===== src/rtl/p4sel_pkg.sv =====
package p4sel_pkg;

    typedef enum logic [1:0] {
        MODE_SERIAL_PHY = 2'd0,
        MODE_NIBBLE_PHY = 2'd1,
        MODE_SHARED     = 2'd2
    } port_mode_e;

    typedef struct packed {
        logic link;
        logic copper;
    } path_t;

    typedef struct packed {
        logic link;
        logic full;
        logic s100;
        logic fc;
    } port_stat_t;

    localparam path_t PATH_RESET = '{link: 1'b0, copper: 1'b1};

    function automatic port_mode_e decode_mode(input logic [1:0] strap);
        if (strap[1])
            return MODE_SHARED;
        else if (strap[0])
            return MODE_NIBBLE_PHY;
        else
            return MODE_SERIAL_PHY;
    endfunction

endpackage


===== src/rtl/p4sel_sync.sv =====
module p4sel_sync #(
    parameter int WIDTH  = 4,
    parameter int STAGES = 2,
    parameter logic [WIDTH-1:0] RST_VAL = '1
) (
    input  logic             clk,
    input  logic             rst,
    input  logic [WIDTH-1:0] d,
    output logic [WIDTH-1:0] q
);
    logic [WIDTH-1:0] stage_q [STAGES];

    genvar i;
    generate
        for (i = 0; i < STAGES; i++) begin : g_stage
            always_ff @(posedge clk) begin
                if (rst)
                    stage_q[i] <= RST_VAL;
                else if (i == 0)
                    stage_q[i] <= d;
                else
                    stage_q[i] <= stage_q[(i == 0) ? 0 : i-1];
            end
        end
    endgenerate

    assign q = stage_q[STAGES-1];
endmodule


===== src/rtl/p4sel_settle.sv =====
module p4sel_settle
    import p4sel_pkg::*;
#(
    parameter int CNT_W = 8
) (
    input  logic             clk,
    input  logic             rst,
    input  logic [CNT_W-1:0] limit,
    input  path_t            cand,
    output path_t            committed
);
    path_t            pend_q;
    path_t            commit_q;
    logic [CNT_W-1:0] cnt_q;

    always_ff @(posedge clk) begin
        if (rst) begin
            pend_q   <= PATH_RESET;
            commit_q <= PATH_RESET;
            cnt_q    <= '0;
        end else if (cand != pend_q) begin
            pend_q <= cand;
            cnt_q  <= '0;
        end else if (cnt_q >= limit) begin
            commit_q <= pend_q;
        end else begin
            cnt_q <= cnt_q + 1'b1;
        end
    end

    assign committed = commit_q;
endmodule


===== src/rtl/p4sel_status.sv =====
module p4sel_status
    import p4sel_pkg::*;
(
    input  port_mode_e mode,
    input  path_t      committed,
    input  logic       copper_full,
    input  logic       copper_100,
    input  logic       copper_fc,
    input  logic       dpx_n_s,
    input  logic       spd_n_s,
    input  logic       fc_n_s,
    output port_stat_t stat
);
    logic on_copper;

    always_comb begin
        on_copper = (mode == MODE_SHARED) && committed.copper;
        stat.link = committed.link;
        if (on_copper) begin
            stat.full = copper_full;
            stat.s100 = copper_100;
            stat.fc   = copper_fc;
        end else begin
            stat.full = ~dpx_n_s;
            stat.s100 = (mode == MODE_SERIAL_PHY) ? 1'b0 : ~spd_n_s;
            stat.fc   = ~fc_n_s;
        end
    end
endmodule


===== src/rtl/p4sel_top.sv =====
module p4sel_top
    import p4sel_pkg::*;
#(
    parameter int SETTLE_W    = 8,
    parameter int SYNC_STAGES = 2
) (
    input  logic                clk,
    input  logic                rst,
    input  logic [1:0]          mode_strap,
    input  logic                led_en_strap,
    input  logic [SETTLE_W-1:0] settle_cycles,
    input  logic                copper_link,
    input  logic                copper_full,
    input  logic                copper_100,
    input  logic                copper_fc,
    input  logic                ext_link_n,
    input  logic                ext_dpx_n,
    input  logic                ext_spd_n,
    input  logic                ext_fc_n,
    output logic                sel_copper,
    output logic                link_up,
    output logic                full_duplex,
    output logic                speed_100,
    output logic                flow_ctrl_en,
    output logic                clk_col_oe,
    output logic                sni_serial,
    output logic                led_oe
);
    localparam int EXT_W = 4;

    port_mode_e       mode;
    logic [EXT_W-1:0] ext_s;
    logic             ext_link_s;
    path_t            cand;
    path_t            committed;
    port_stat_t       stat;

    assign mode = decode_mode(mode_strap);

    p4sel_sync #(
        .WIDTH  (EXT_W),
        .STAGES (SYNC_STAGES),
        .RST_VAL({EXT_W{1'b1}})
    ) u_sync (
        .clk(clk),
        .rst(rst),
        .d  ({ext_link_n, ext_dpx_n, ext_spd_n, ext_fc_n}),
        .q  (ext_s)
    );

    assign ext_link_s = ~ext_s[3];

    always_comb begin
        if (mode == MODE_SHARED) begin
            cand.link = copper_link | ext_link_s;
            if (copper_link)
                cand.copper = 1'b1;
            else if (ext_link_s)
                cand.copper = 1'b0;
            else
                cand.copper = committed.copper;
        end else begin
            cand.link   = ext_link_s;
            cand.copper = 1'b0;
        end
    end

    p4sel_settle #(
        .CNT_W(SETTLE_W)
    ) u_settle (
        .clk      (clk),
        .rst      (rst),
        .limit    (settle_cycles),
        .cand     (cand),
        .committed(committed)
    );

    p4sel_status u_status (
        .mode       (mode),
        .committed  (committed),
        .copper_full(copper_full),
        .copper_100 (copper_100),
        .copper_fc  (copper_fc),
        .dpx_n_s    (ext_s[2]),
        .spd_n_s    (ext_s[1]),
        .fc_n_s     (ext_s[0]),
        .stat       (stat)
    );

    assign sel_copper   = committed.copper;
    assign link_up      = stat.link;
    assign full_duplex  = stat.full;
    assign speed_100    = stat.s100;
    assign flow_ctrl_en = stat.fc;
    assign clk_col_oe   = (mode != MODE_SHARED);
    assign sni_serial   = (mode == MODE_SERIAL_PHY);
    assign led_oe       = led_en_strap;
endmodule


===== config.mk =====
export PLATFORM = sky130hd
export DESIGN_NAME = p4sel_top
export DESIGN_NICKNAME = d
export VERILOG_FILES = /design/src/rtl/p4sel_pkg.sv /design/src/rtl/p4sel_sync.sv /design/src/rtl/p4sel_settle.sv /design/src/rtl/p4sel_status.sv /design/src/rtl/p4sel_top.sv
export SDC_FILE = /design/constraint.sdc
export NUM_CORES = 1
export LEC_CHECK = 0
export BUFFER_PORTS_ARGS = -buffer_cell sky130_fd_sc_hd__buf_4
export CAP_MARGIN = 20
export CELL_PAD_IN_SITES_DETAIL_PLACEMENT = 0
export CELL_PAD_IN_SITES_GLOBAL_PLACEMENT = 1
export CORE_MARGIN = 4
export CORE_UTILIZATION = 38
export CTS_CLUSTER_DIAMETER = 30
export CTS_CLUSTER_SIZE = 8
export DETAILED_ROUTE_END_ITERATION = 8
export GPL_TIMING_DRIVEN = 1
export PLACE_DENSITY_LB_ADDON = 0.1
export SYNTH_ARGS = -nofsm -noshare
export SYNTH_HDL_FRONTEND = slang
export SYNTH_SLANG_ARGS = --single-unit

===== constraint.sdc =====
create_clock -name clk -period 2.8 [get_ports clk]
set_clock_uncertainty 0.05 [all_clocks]
set_input_delay 0.14 -clock clk [delete_from_list [all_inputs] [get_ports clk]]
set_output_delay 0.14 -clock clk [all_outputs]
set_load 0.005 [all_outputs]

==> impl_metrics.env <==
export IMPL_gp_congestion=0.731
export IMPL_rsz0062_at_grt="false"
export IMPL_crit_cells=6
export IMPL_dieArea_um2=3780
export IMPL_wl_per_cell_um=11.9
export IMPL_dp_cells=173
export IMPL_worstHoldPathType="in2reg"
export IMPL_synth_nets=149
export IMPL_critPathMaxStageDelay_ps=520
export IMPL_power_density_nw_per_um2=436
export IMPL_yosys_area_top_type_share_pct=36.8
export IMPL_vias_per_cell=5.18
export IMPL_worst_path_buf_inv=0
export IMPL_die_h_um=61.5
export IMPL_clock_root_buffer="clkbuf_4"
export IMPL_synthFlopType="dfxtp_1"
export IMPL_ctsHoldBuffers=4
export IMPL_grt_max_degree=15
export IMPL_r2r_end="u_settle.cnt_q[5]$_SDFFE_PP0N_"
export IMPL_cts_tree="built"
export IMPL_p_clk_share_pct=38.1
export IMPL_htreeDepth=1
export IMPL_r2r_cells=6
export IMPL_timing_fmax_mhz=431
export IMPL_finish_cell_count_without_fillers=181
export IMPL_yosysUniqueCellTypes=38
export IMPL_final_cell_mix="26 x buf_4, 20 x dfxtp_1, 11 x a21oi_1"
export IMPL_clk_latency_ps=300
export IMPL_yosys_register_bits=20
export IMPL_crit_family="simple AND/OR/NAND/NOR gates"
export IMPL_synth_edff_count=0
export IMPL_drt_wl_total_um=2150
export IMPL_dr_pass1_iters=4
export IMPL_final_common_cell="buf_4"
export IMPL_core_um2=2730
export IMPL_grt_pass1_vias=838
export IMPL_ys_warn_count=0
export IMPL_antenna_left=0
export IMPL_die_w_um=61.5
export IMPL_io_buffers=26
export IMPL_max_slew_margin_rel_pct=54.3
export IMPL_grt_ovfl_total=0
export IMPL_worstPathCellList="ha_1, or3_1, a21oi_2, o311ai_4, or4_1, a21oi_1"
export IMPL_cts_buffers=3
export IMPL_internal_power_mw=0.483
export IMPL_syn_avg_cell_area_um2=9.14
export IMPL_yosysTopAreaCell="dfxtp_1"
export IMPL_ff2ff_setup_slack_ps=480
export IMPL_drt_iter0_drc=25
export IMPL_power_leakage_nw=0.601
export IMPL_rows=19
export IMPL_clkTransAtPathRegs_ps=110
export IMPL_rr_startpoint="u_settle.cnt_q[2]$_SDFFE_PP0N_"
export IMPL_required_ps=2980
export IMPL_drv_cap=0
export IMPL_cts_buffer_depth=2
export IMPL_n_antenna_cell=0
export IMPL_ios=29
export IMPL_post_route_period_util_pct=82.9
export IMPL_antenna_found_initial=0
export IMPL_finalHoldViolCount=0
export IMPL_crit_end="u_settle.cnt_q[5]$_SDFFE_PP0N_"
export IMPL_worst_pin_slew_ps=680
export IMPL_synth_area_um2=1090
export IMPL_startpoint="u_settle.cnt_q[2]$_SDFFE_PP0N_"
export IMPL_initial_utilization_pct=39.8
export IMPL_cts_resized=0
export IMPL_area_growth_pct=28.7
export IMPL_endpoint_kind="flop"
export IMPL_drc=0
export IMPL_track_usage_pct=12.8
export IMPL_critPathArrivalTime_ps=2500
export IMPL_layout_drive_gt1_share_pct=29.3
export IMPL_hpwl_um=1740
export IMPL_clock_sinks=20
export IMPL_grt_pass1_wl_um=3570
export IMPL_critPathSlowestCell="or4_1"
export IMPL_power_switching_mw=0.127
export IMPL_seq_power_share_pct=48.8
export IMPL_synthTopCellsByArea="dfxtp_1 37%, ha_1 10%, a21oi_1 5.1%"
export IMPL_drv_slew=0
export IMPL_worst_setup_path_type="reg2reg"
export IMPL_nets=181
export IMPL_nFillCells=250
export IMPL_path_max_fanout=6
export IMPL_postSynthCellCount=119
export IMPL_pwr_share_comb_pct=13.1
export IMPL_synthArstFlopShare_pct=0
export IMPL_finalSetupViolCount=0
export IMPL_finalSetupTns_ps=0
export IMPL_status="finished, final reports clean"
export IMPL_postCtsSetupBuffers=0
export IMPL_startpoint_type="flop"
export IMPL_vdd_ir_drop_max_uv=389
export IMPL_vias=937
export IMPL_period_needed_ps=2320
export IMPL_p_sw_share_pct=20.8
export IMPL_ys_seq_area_share_pct=36.8
==> cell families after synthesis <==
group / share of synthesized area, %
adder cells (fa/ha/maj): 10.4
buffers and inverters: 4.83
AO/OA/AOI/OAI: 23.4
XOR/XNOR: 3.22
multiplexers: 0.921
AND/OR/NAND/NOR: 20.5
flip-flops: 36.8
==> power groups by stage <==
stage | Clock [mW] | Combinational [mW] | Sequential (mW)
6_report | 0.232 | 0.0799 | 0.298
3_3_place_gp | 0 | 0.0752 | 0.304
5_1_grt | 0.259 | 0.0903 | 0.299
2_1_floorplan | 0 | 0.0421 | 0.303
3_5_place_dp | 0 | 0.0763 | 0.304
4_1_cts | 0.241 | 0.0810 | 0.298
==> through the flow <==
step	hold WS [ps]	util [%]	area, um2	worst slack (ps)	power (mW)
3_5_place_dp	230	47.8	1310	521	0.380
6_report	39.1	51.2	1400	479	0.610
3_3_place_gp	230	47.8	1310	533	0.379
2_1_floorplan	194	-	1090	680	0.345
5_1_grt	21.5	51.2	1400	321	0.649
4_1_cts	35.2	51.2	1400	480	0.620
==> cells in the mapped netlist, drive strengths merged, types with 4 or more instances <==
library cell	n
dfxtp	20
a21oi	14
inv	10
ha	9
nor2	9
or2	8
nand2	7
o31ai	6
or4	4
==> final cells by class <==
type,count,area [um2],share of cell area [%]
clock buffers,3,22.5,1.61
clock inverters,1,30.0,2.15
inverters,10,37.5,2.68
multi-input cells,86,634,45.3
flip-flops and latches,20,400,28.6
well taps,31,38.8,2.77
repair buffers,30,235,16.8
==> state kept, by name, indices dropped and copies added (netlist names) <==
register	count
u_settle.cnt_q	8
u_sync.stage_q	8
u_settle.committed	2
u_settle.pend_q	2
==> per-layer routing <==
layer  global-route usage, %  vias to the layer above  wire length (um)
li1                        -                      490                 -
met1                    17.7                      425              1010
met2                    19.0                       18              1010
met3                    3.14                        4                97
met4                    4.85                        0                23
met5                       0                        -                 0
==> worst min-delay path by stage <==
stage | to | startpoint | slack (ps) | cells past startpoint
after floorplan | u_sync.stage_q[0][0]$_SDFF_PP1_ | ext_fc_n | 190 | 1
after global placement | led_oe | led_en_strap | 230 | 0
after detailed placement | led_oe | led_en_strap | 230 | 0
after CTS | u_settle.pend_q[1]$_SDFFE_PP0P_ | rst | 40 | 2
after global routing | u_settle.pend_q[1]$_SDFFE_PP0P_ | rst | 20 | 2
final | u_settle.pend_q[1]$_SDFFE_PP0P_ | rst | 40 | 2
No activity file was read; power rests on OpenSTA's default activity.
